**src/rtl/spi_card_pkg.sv**
```systemverilog
package spi_card_pkg;

  localparam int REG_W  = 16;
  localparam int RATE_W = 4;

  localparam logic [2:0] ADR_CFG  = 3'd0;
  localparam logic [2:0] ADR_IEN  = 3'd1;
  localparam logic [2:0] ADR_TX   = 3'd2;
  localparam logic [2:0] ADR_RX   = 3'd3;
  localparam logic [2:0] ADR_STAT = 3'd4;

  typedef struct packed {
    logic [RATE_W-1:0] rate;
    logic [2:0]        spare;
    logic              rx_only;
    logic              lockstep;
    logic              idle_lvl;
    logic              loop;
    logic              rx_inv;
    logic              tx_inv;
    logic              lsb_first;
    logic              wide;
    logic              run_en;
  } cfg_t;

endpackage

```
**src/rtl/spi_rate_div.sv**
```systemverilog
module spi_rate_div #(
  parameter int RW = 4
) (
  input  logic          clk,
  input  logic          rst,
  input  logic          run,
  input  logic [RW-1:0] rate,
  output logic          tick
);

  logic [RW-1:0] cnt_q;

  assign tick = run && (rate != '0) && (cnt_q == rate - RW'(1));

  always_ff @(posedge clk) begin
    if (rst || !run) cnt_q <= '0;
    else if (tick)   cnt_q <= '0;
    else             cnt_q <= cnt_q + RW'(1);
  end


  property p_zero_rate_silent;
    @(posedge clk) disable iff (rst) (rate == '0) |-> !tick;
  endproperty
  zero_rate_silent_chk: assert property (p_zero_rate_silent);

endmodule

```
**src/rtl/spi_shift_engine.sv**
```systemverilog
module spi_shift_engine #(
  parameter int MAXW = 16,
  localparam int IW = $clog2(MAXW)
) (
  input  logic            clk,
  input  logic            rst,
  input  logic            tick,
  input  logic            avail,
  input  logic            use_tx,
  input  logic [MAXW-1:0] tx_word,
  input  logic            wide,
  input  logic            lsb_first,
  input  logic            tx_inv,
  input  logic            rx_inv,
  input  logic            loop,
  input  logic            idle_lvl,
  input  logic            ser_din,
  output logic            take,
  output logic            ending,
  output logic            busy,
  output logic            ser_clk,
  output logic            ser_dout,
  output logic [MAXW-1:0] rx_word
);

  logic            busy_q, sclk_q, dout_q, txmode_q;
  logic [IW-1:0]   idx_q;
  logic [MAXW-1:0] tx_q, rx_q;
  logic [IW-1:0]   last_idx, rx_pos, nxt_pos, first_pos;
  logic            rise, fall, din_eff;

  assign last_idx  = wide ? IW'(MAXW - 1) : IW'(MAXW / 2 - 1);
  assign rise      = busy_q && tick && !sclk_q;
  assign fall      = busy_q && tick && sclk_q;
  assign ending    = fall && (idx_q == last_idx);
  assign take      = avail && (!busy_q || ending);
  assign din_eff   = loop ? dout_q : ser_din;

  assign rx_pos    = lsb_first ? idx_q : last_idx - idx_q;
  assign nxt_pos   = lsb_first ? idx_q + IW'(1) : last_idx - idx_q - IW'(1);
  assign first_pos = lsb_first ? '0 : last_idx;

  always_ff @(posedge clk) begin
    if (rst) begin
      busy_q   <= 1'b0;
      sclk_q   <= 1'b0;
      dout_q   <= 1'b0;
      txmode_q <= 1'b0;
      idx_q    <= '0;
      tx_q     <= '0;
      rx_q     <= '0;
    end else if (take) begin
      busy_q   <= 1'b1;
      sclk_q   <= 1'b0;
      idx_q    <= '0;
      tx_q     <= tx_word;
      txmode_q <= use_tx;
      rx_q     <= '0;
      dout_q   <= use_tx ? (tx_word[first_pos] ^ tx_inv) : idle_lvl;
    end else if (ending) begin
      busy_q <= 1'b0;
      sclk_q <= 1'b0;
      dout_q <= idle_lvl;
    end else if (rise) begin
      sclk_q         <= 1'b1;
      rx_q[rx_pos]   <= din_eff ^ rx_inv;
    end else if (fall) begin
      sclk_q <= 1'b0;
      idx_q  <= idx_q + IW'(1);
      dout_q <= txmode_q ? (tx_q[nxt_pos] ^ tx_inv) : idle_lvl;
    end else if (!busy_q) begin
      dout_q <= idle_lvl;
    end
  end

  assign busy     = busy_q;
  assign ser_clk  = sclk_q;
  assign ser_dout = dout_q;
  assign rx_word  = rx_q;


  property p_clk_low_when_idle;
    @(posedge clk) disable iff (rst) !busy_q |-> !sclk_q;
  endproperty
  clk_low_when_idle_chk: assert property (p_clk_low_when_idle);


  property p_dout_steady_high;
    @(posedge clk) disable iff (rst) (sclk_q && $past(sclk_q)) |-> $stable(dout_q);
  endproperty
  dout_steady_high_chk: assert property (p_dout_steady_high);


  property p_index_in_unit;
    @(posedge clk) disable iff (rst) busy_q |-> (idx_q <= last_idx);
  endproperty
  index_in_unit_chk: assert property (p_index_in_unit);

endmodule

```
**src/rtl/spi_card_master.sv**
```systemverilog
module spi_card_master
  import spi_card_pkg::*;
#(
  parameter int ADDR_W = 3
) (
  input  logic             clk,
  input  logic             rst,
  input  logic             bus_we,
  input  logic             bus_re,
  input  logic [ADDR_W-1:0] bus_addr,
  input  logic [REG_W-1:0] bus_wdata,
  output logic [REG_W-1:0] bus_rdata,
  output logic             irq,
  output logic             ser_clk,
  output logic             ser_cs_n,
  output logic             ser_dout,
  input  logic             ser_din
);

  localparam int UNIT_MAX = REG_W;
  localparam int NSRC     = 4;

  cfg_t              cfg_q;
  logic [NSRC-1:0]   ien_q;
  logic [REG_W-1:0]  tx_hold_q, rx_hold_q, rdata_q;
  logic              tx_full_q, rx_full_q, txfin_q, rxfin_q, ovr_q, irq_q;
  logic              tick, take, ending, busy, avail;
  logic [UNIT_MAX-1:0] rx_word;
  logic              wr_cfg, wr_ien, wr_tx, rd_rx, rd_stat;
  logic [NSRC-1:0]   src;
  logic [REG_W-1:0]  stat_word;

  assign wr_cfg  = bus_we && (bus_addr == ADDR_W'(ADR_CFG));
  assign wr_ien  = bus_we && (bus_addr == ADDR_W'(ADR_IEN));
  assign wr_tx   = bus_we && (bus_addr == ADDR_W'(ADR_TX));
  assign rd_rx   = bus_re && (bus_addr == ADDR_W'(ADR_RX));
  assign rd_stat = bus_re && (bus_addr == ADDR_W'(ADR_STAT));

  assign avail = cfg_q.run_en && (cfg_q.rate != '0) &&
                 (tx_full_q || cfg_q.rx_only) &&
                 (!cfg_q.lockstep || (!rx_full_q && !ending));

  assign src       = {rxfin_q, txfin_q, ~tx_full_q, rx_full_q};
  assign stat_word = {{(REG_W-6){1'b0}}, ovr_q, busy, src};

  spi_rate_div #(.RW(RATE_W)) u_div (
    .clk  (clk),
    .rst  (rst),
    .run  (busy && cfg_q.run_en),
    .rate (cfg_q.rate),
    .tick (tick)
  );

  spi_shift_engine #(.MAXW(UNIT_MAX)) u_eng (
    .clk       (clk),
    .rst       (rst),
    .tick      (tick),
    .avail     (avail),
    .use_tx    (tx_full_q),
    .tx_word   (tx_hold_q),
    .wide      (cfg_q.wide),
    .lsb_first (cfg_q.lsb_first),
    .tx_inv    (cfg_q.tx_inv),
    .rx_inv    (cfg_q.rx_inv),
    .loop      (cfg_q.loop),
    .idle_lvl  (cfg_q.idle_lvl),
    .ser_din   (ser_din),
    .take      (take),
    .ending    (ending),
    .busy      (busy),
    .ser_clk   (ser_clk),
    .ser_dout  (ser_dout),
    .rx_word   (rx_word)
  );

  always_ff @(posedge clk) begin
    if (rst) begin
      cfg_q     <= '0;
      ien_q     <= '0;
      tx_hold_q <= '0;
      tx_full_q <= 1'b0;
      rx_hold_q <= '0;
      rx_full_q <= 1'b0;
      txfin_q   <= 1'b0;
      rxfin_q   <= 1'b0;
      ovr_q     <= 1'b0;
      rdata_q   <= '0;
      irq_q     <= 1'b0;
    end else begin
      if (wr_cfg) cfg_q <= cfg_t'(bus_wdata);
      if (wr_ien) ien_q <= bus_wdata[NSRC-1:0];

      if (take && tx_full_q) begin
        tx_full_q <= 1'b0;
      end else if (wr_tx && !tx_full_q) begin
        tx_hold_q <= bus_wdata;
        tx_full_q <= 1'b1;
      end

      if (wr_tx && tx_full_q) ovr_q <= 1'b1;
      else if (rd_stat)       ovr_q <= 1'b0;

      if (ending) begin
        rx_hold_q <= rx_word;
        rx_full_q <= 1'b1;
      end else if (rd_rx) begin
        rx_full_q <= 1'b0;
      end

      if (ending && !take) txfin_q <= 1'b1;
      else if (rd_stat)    txfin_q <= 1'b0;

      if (ending)       rxfin_q <= 1'b1;
      else if (rd_stat) rxfin_q <= 1'b0;

      if (bus_re) begin
        case (bus_addr)
          ADDR_W'(ADR_CFG):  rdata_q <= cfg_q;
          ADDR_W'(ADR_IEN):  rdata_q <= {{(REG_W-NSRC){1'b0}}, ien_q};
          ADDR_W'(ADR_RX):   rdata_q <= rx_hold_q;
          ADDR_W'(ADR_STAT): rdata_q <= stat_word;
          default:           rdata_q <= '0;
        endcase
      end

      irq_q <= |(src & ien_q);
    end
  end

  assign bus_rdata = rdata_q;
  assign irq       = irq_q;
  assign ser_cs_n  = ~busy;


  property p_overrun_flag;
    @(posedge clk) disable iff (rst) (wr_tx && tx_full_q) |=> ovr_q;
  endproperty
  overrun_flag_chk: assert property (p_overrun_flag);


  property p_zero_rate_idle;
    @(posedge clk) disable iff (rst) (cfg_q.rate == '0 && !busy) |=> !busy;
  endproperty
  zero_rate_idle_chk: assert property (p_zero_rate_idle);


  property p_lockstep_wait;
    @(posedge clk) disable iff (rst) (cfg_q.lockstep && rx_full_q && !busy) |=> !busy;
  endproperty
  lockstep_wait_chk: assert property (p_lockstep_wait);


  property p_disabled_idle;
    @(posedge clk) disable iff (rst) (!cfg_q.run_en && !busy) |=> !busy;
  endproperty
  disabled_idle_chk: assert property (p_disabled_idle);


  property p_disabled_freeze;
    @(posedge clk) disable iff (rst) (!cfg_q.run_en && busy) |=> $stable(ser_clk);
  endproperty
  disabled_freeze_chk: assert property (p_disabled_freeze);

endmodule

```
**config.mk**
```make
export PLATFORM = sky130hd
export DESIGN_NAME = spi_card_master
export DESIGN_NICKNAME = d
export VERILOG_FILES = /design/src/rtl/spi_card_pkg.sv /design/src/rtl/spi_rate_div.sv /design/src/rtl/spi_shift_engine.sv /design/src/rtl/spi_card_master.sv
export SDC_FILE = /design/constraint.sdc
export NUM_CORES = 1
export LEC_CHECK = 0
export ABC_AREA = 1
export BUFFER_PORTS_ARGS = -buffer_cell sky130_fd_sc_hd__buf_2
export CORE_ASPECT_RATIO = 2
export CORE_UTILIZATION = 53
export DETAILED_ROUTE_END_ITERATION = 6
export GPL_ROUTABILITY_DRIVEN = 0
export MAX_ROUTING_LAYER = met4
export PLACE_DENSITY = 0.76
export RECOVER_POWER = 100
export SLEW_MARGIN = 10
export SYNTH_ARGS = -nofsm -noshare
export SYNTH_HDL_FRONTEND = slang
export SYNTH_SLANG_ARGS = --single-unit
```
**constraint.sdc**
```tcl
create_clock -name clk -period 2.4 [get_ports clk]
set_clock_uncertainty 0.2 [all_clocks]
set_input_delay 0.48 -clock clk [delete_from_list [all_inputs] [get_ports clk]]
set_output_delay 0.48 -clock clk [all_outputs]
set_load 0.1 [all_outputs]
```
==> impl_metrics.toml <==
[die]
die_w_um = 72.0
die_area_mm2 = 0.0102
start_util_pct = 55.0
core_area_mm2 = 0.00945
rows = 50
die_y_um = 142
io_pins = 44

[status]
status = "complete, no violations"

[yosys]
synth_fa_ha_area_share_pct = 0.723
synth_cells = 728
ys_types = 35
syn_area_mm2 = 0.00519
ys_ff_latch = 118
ys_seq_area_share_pct = 45.5
synth_compound_area_share_pct = 17.0
yosys.area_share.simple_pct = 28.6
synth_top_family_by_area = "simple AND/OR/NAND/NOR gates"
synth_mux_area_share_pct = 0
yosysWarningCount = 0
synth_xor_area_share_pct = 0.988
syn-num-nets = 755
avgSynthCellArea_um2 = 7.13

[critical_path]
cp_top_family = "simple AND/OR/NAND/NOR gates"
reg2reg_depth = 15
rr_startpoint = "cfg_q[12]$_SDFFE_PP0P_"
worstReg2RegEnd = "u_eng.rx_word[10]$_SDFFE_PP0P_"
cp_slowest_cell = "dfxtp_2"
worstPathMaxFanout = 5
end_kind = "flop"
r2r_slack_ns = 0.01
cp.depth = 15
worstPathArrival_ns = 2.54
worst-path-buf-inv = 3
path_cells = "inv_2, ha_4, nand2_2, nand2_1, nor2_1, nand3_1, nor2_4, buf_12, nand2_4, nor2_4, nand3_2, inv_2, nand2_1, or2_0, a21oi_1"
cp-start-kind = "flop"
crit_end = "u_eng.rx_word[10]$_SDFFE_PP0P_"
slowest_delay_ns = 0.33
crit_required_ns = 2.55
critPathKind = "reg -> reg"
crit_path_start = "cfg_q[12]$_SDFFE_PP0P_"

[sta]
hold_viol_final = 0
rsz0062_at_grt = "yes"
tightest_slew_ns = 0.786
finalSetupTns_ns = 0
finalCritPeriodShare_pct = 99.6
hold_ws_ns = 0.139
fin_crit_ns = 2.39
max_freq_ghz = 0.418
maxSlewViolCount = 0
finalSetupViolCount = 0
max_slew_margin_pct = 47.5

[power_and_ir_drop]
peakVddDrop_mv = 0.619
p_leak_nw = 2.37
p_per_area_mw_per_mm2 = 763

[final_layout]
design_area_mm2 = 0.00644
final_common_cell = "nand2_1"
diodes = 0
area_growth_pct = 24.1
final_layout_size_suffix_gt1_share_pct = 18.0
layout_common_cells = "187 x nand2_1, 116 x dfxtp_1, 90 x a21oi_1"
num-nets-final = 808

[clocking]
numClockSinks = 118
cts_tree = "done"
clock_path_buffers = 2
cts_root_buffer = "clkbuf_16"
h-tree-depth = 4
clk_pin_slew_worst_paths_ns = 0.05
clock_latency_ns = 0.42
postCtsHoldBufs = 0
cts_buffers = 17

[global_routing]
grt_pass1_vias = 5119
antenna_found_initial = 0
grt_usage_pct = 32.1
gr-total-overflow = 0
grt_pass1_wl_um = 23900
grt_max_degree = 66

[job]
cap_violations = 0

[routing]
vias = 5300
post_drt_wl_per_cell_um = 16.8
drc = 0
vias_per_cell = 5.74
final_antenna_net_count = 0
drt_first_pass_iters = 7
finalWirelength_um = 15500
initialDrtViolationCount = 509

[placed_design]
dp_hpwl_um = 10500
port_buffers = 43
placed_cell_area_mm2 = 0.00560

[min_path]
min_path_type = "in -> reg"
==> synth_stat cells (all sizes together) <==
library cell,n,area [µm²]
or2,18,113
clkinv,2,7.51
nor2,35,144
o21ai,48,240
a32o,2,20.0
nand2,193,732
dfxtp,118,2360
a21oi,107,536
nand3,84,433
o22ai,6,37.5
a211oi,1,7.51
buf,10,53.8
xnor2,2,25.0
o221ai,1,8.76
xor2,3,26.3
ha,3,37.5
o211ai,3,22.5
inv,58,218
nor3,5,46.3
clkbuf,25,93.8
a221oi,1,8.76
nand4,3,18.8
==> metrics by stage <==
step	instances	utilization (%)	setup WS, ns	power (mW)
after floorplan	728	-	0.0977	2.19
after global placement	887	59.3	0.0117	2.27
after detailed placement	887	59.3	-0.0809	2.27
after CTS	919	66.1	-0.00557	4.89
after global routing	923	68.2	-0.152	5.03
final	923	68.2	0.00975	4.91
==> final cells by class <==
type	count	area, µm²
timing repair buffer	68	477
clock buffer	21	460
clock inverter	10	153
inverter	60	230
sequential	118	2360
fill	756	3010
tap	130	163
multi-input combinational	516	2590
==> cells by family (layout without fill, tap and decap cells) <==
family,count (synthesis),after routing
and+or+nand+nor,338,339
adders and majority gates,3,3
xor gates and xnor gates,5,5
DFF,118,118
buffers and inverters,95,159
AOI/OAI and AO/OA,169,169
==> worst min path at each step <==
stage | startpoint | endpoint | slack (ns) | depth (start not counted)
final | bus_wdata[8] | tx_hold_q[8]$_SDFFE_PP0P_ | 0.14 | 3
after global routing | bus_wdata[8] | tx_hold_q[8]$_SDFFE_PP0P_ | 0.15 | 3
after CTS | bus_wdata[6] | tx_hold_q[6]$_SDFFE_PP0P_ | 0.14 | 3
after detailed placement | bus_rdata[13]$_SDFFE_PP0P_ | bus_rdata[13]$_SDFFE_PP0P_ | 0.25 | 2
after global placement | bus_rdata[2]$_SDFFE_PP0P_ | bus_rdata[2]$_SDFFE_PP0P_ | 0.25 | 2
after floorplan | cfg_q[10]$_SDFFE_PP0P_ | cfg_q[10]$_SDFFE_PP0P_ | 0.22 | 2
==> routing by layer <==
layer / global-route usage, % / vias to the layer above / wire length [µm]
met2: 54.6 / 237 / 8060
met5: - / - / 0
met4: 25.9 / 0 / 1310
met3: 6.37 / 96 / 741
li1: - / 2507 / -
met1: 30.9 / 2460 / 5400
==> worst reg2reg max path: cells and delay by family (launching register included) <==
family | cells | cell delay [ns]
AO/OA/AOI/OAI | 1 | 0.12
adder cells (fa/ha/maj) | 1 | 0.24
buffers and inverters | 3 | 0.25
flip-flops | 1 | 0.33
AND/OR/NAND/NOR | 10 | 1.17
==> what timing repair did <==
action                                  CTS  global route
gates cloned                              1             3
gates resized for setup                   5            33
setup buffers                             0             1
endpoints found under the setup margin   28            42
pin swaps                                 1             5
==> report_power, final <==
group | internal [mW] | total, mW | switching [mW]
Clock | 1.77 | 2.65 | 0.878
Combinational | 0.0797 | 0.265 | 0.186
Sequential | 1.98 | 2.00 | 0.0159
==> flip-flops by register name, indices dropped and copies added, names as in the netlist <==
signal and cells:
cfg_q 16, ien_q 4, txfin_q 1, u_eng.ser_dout 1, rx_full_q 1, u_eng.idx_q 4, ovr_q 1, rx_hold_q 16
u_eng.busy 1, bus_rdata 16, u_eng.rx_word 16, u_div.cnt_q 4, u_eng.ser_clk 1, irq 1, tx_hold_q 16, u_eng.tx_q 16
tx_full_q 1, u_eng.txmode_q 1, rxfin_q 1
No activity file was read; power rests on OpenSTA's default activity.
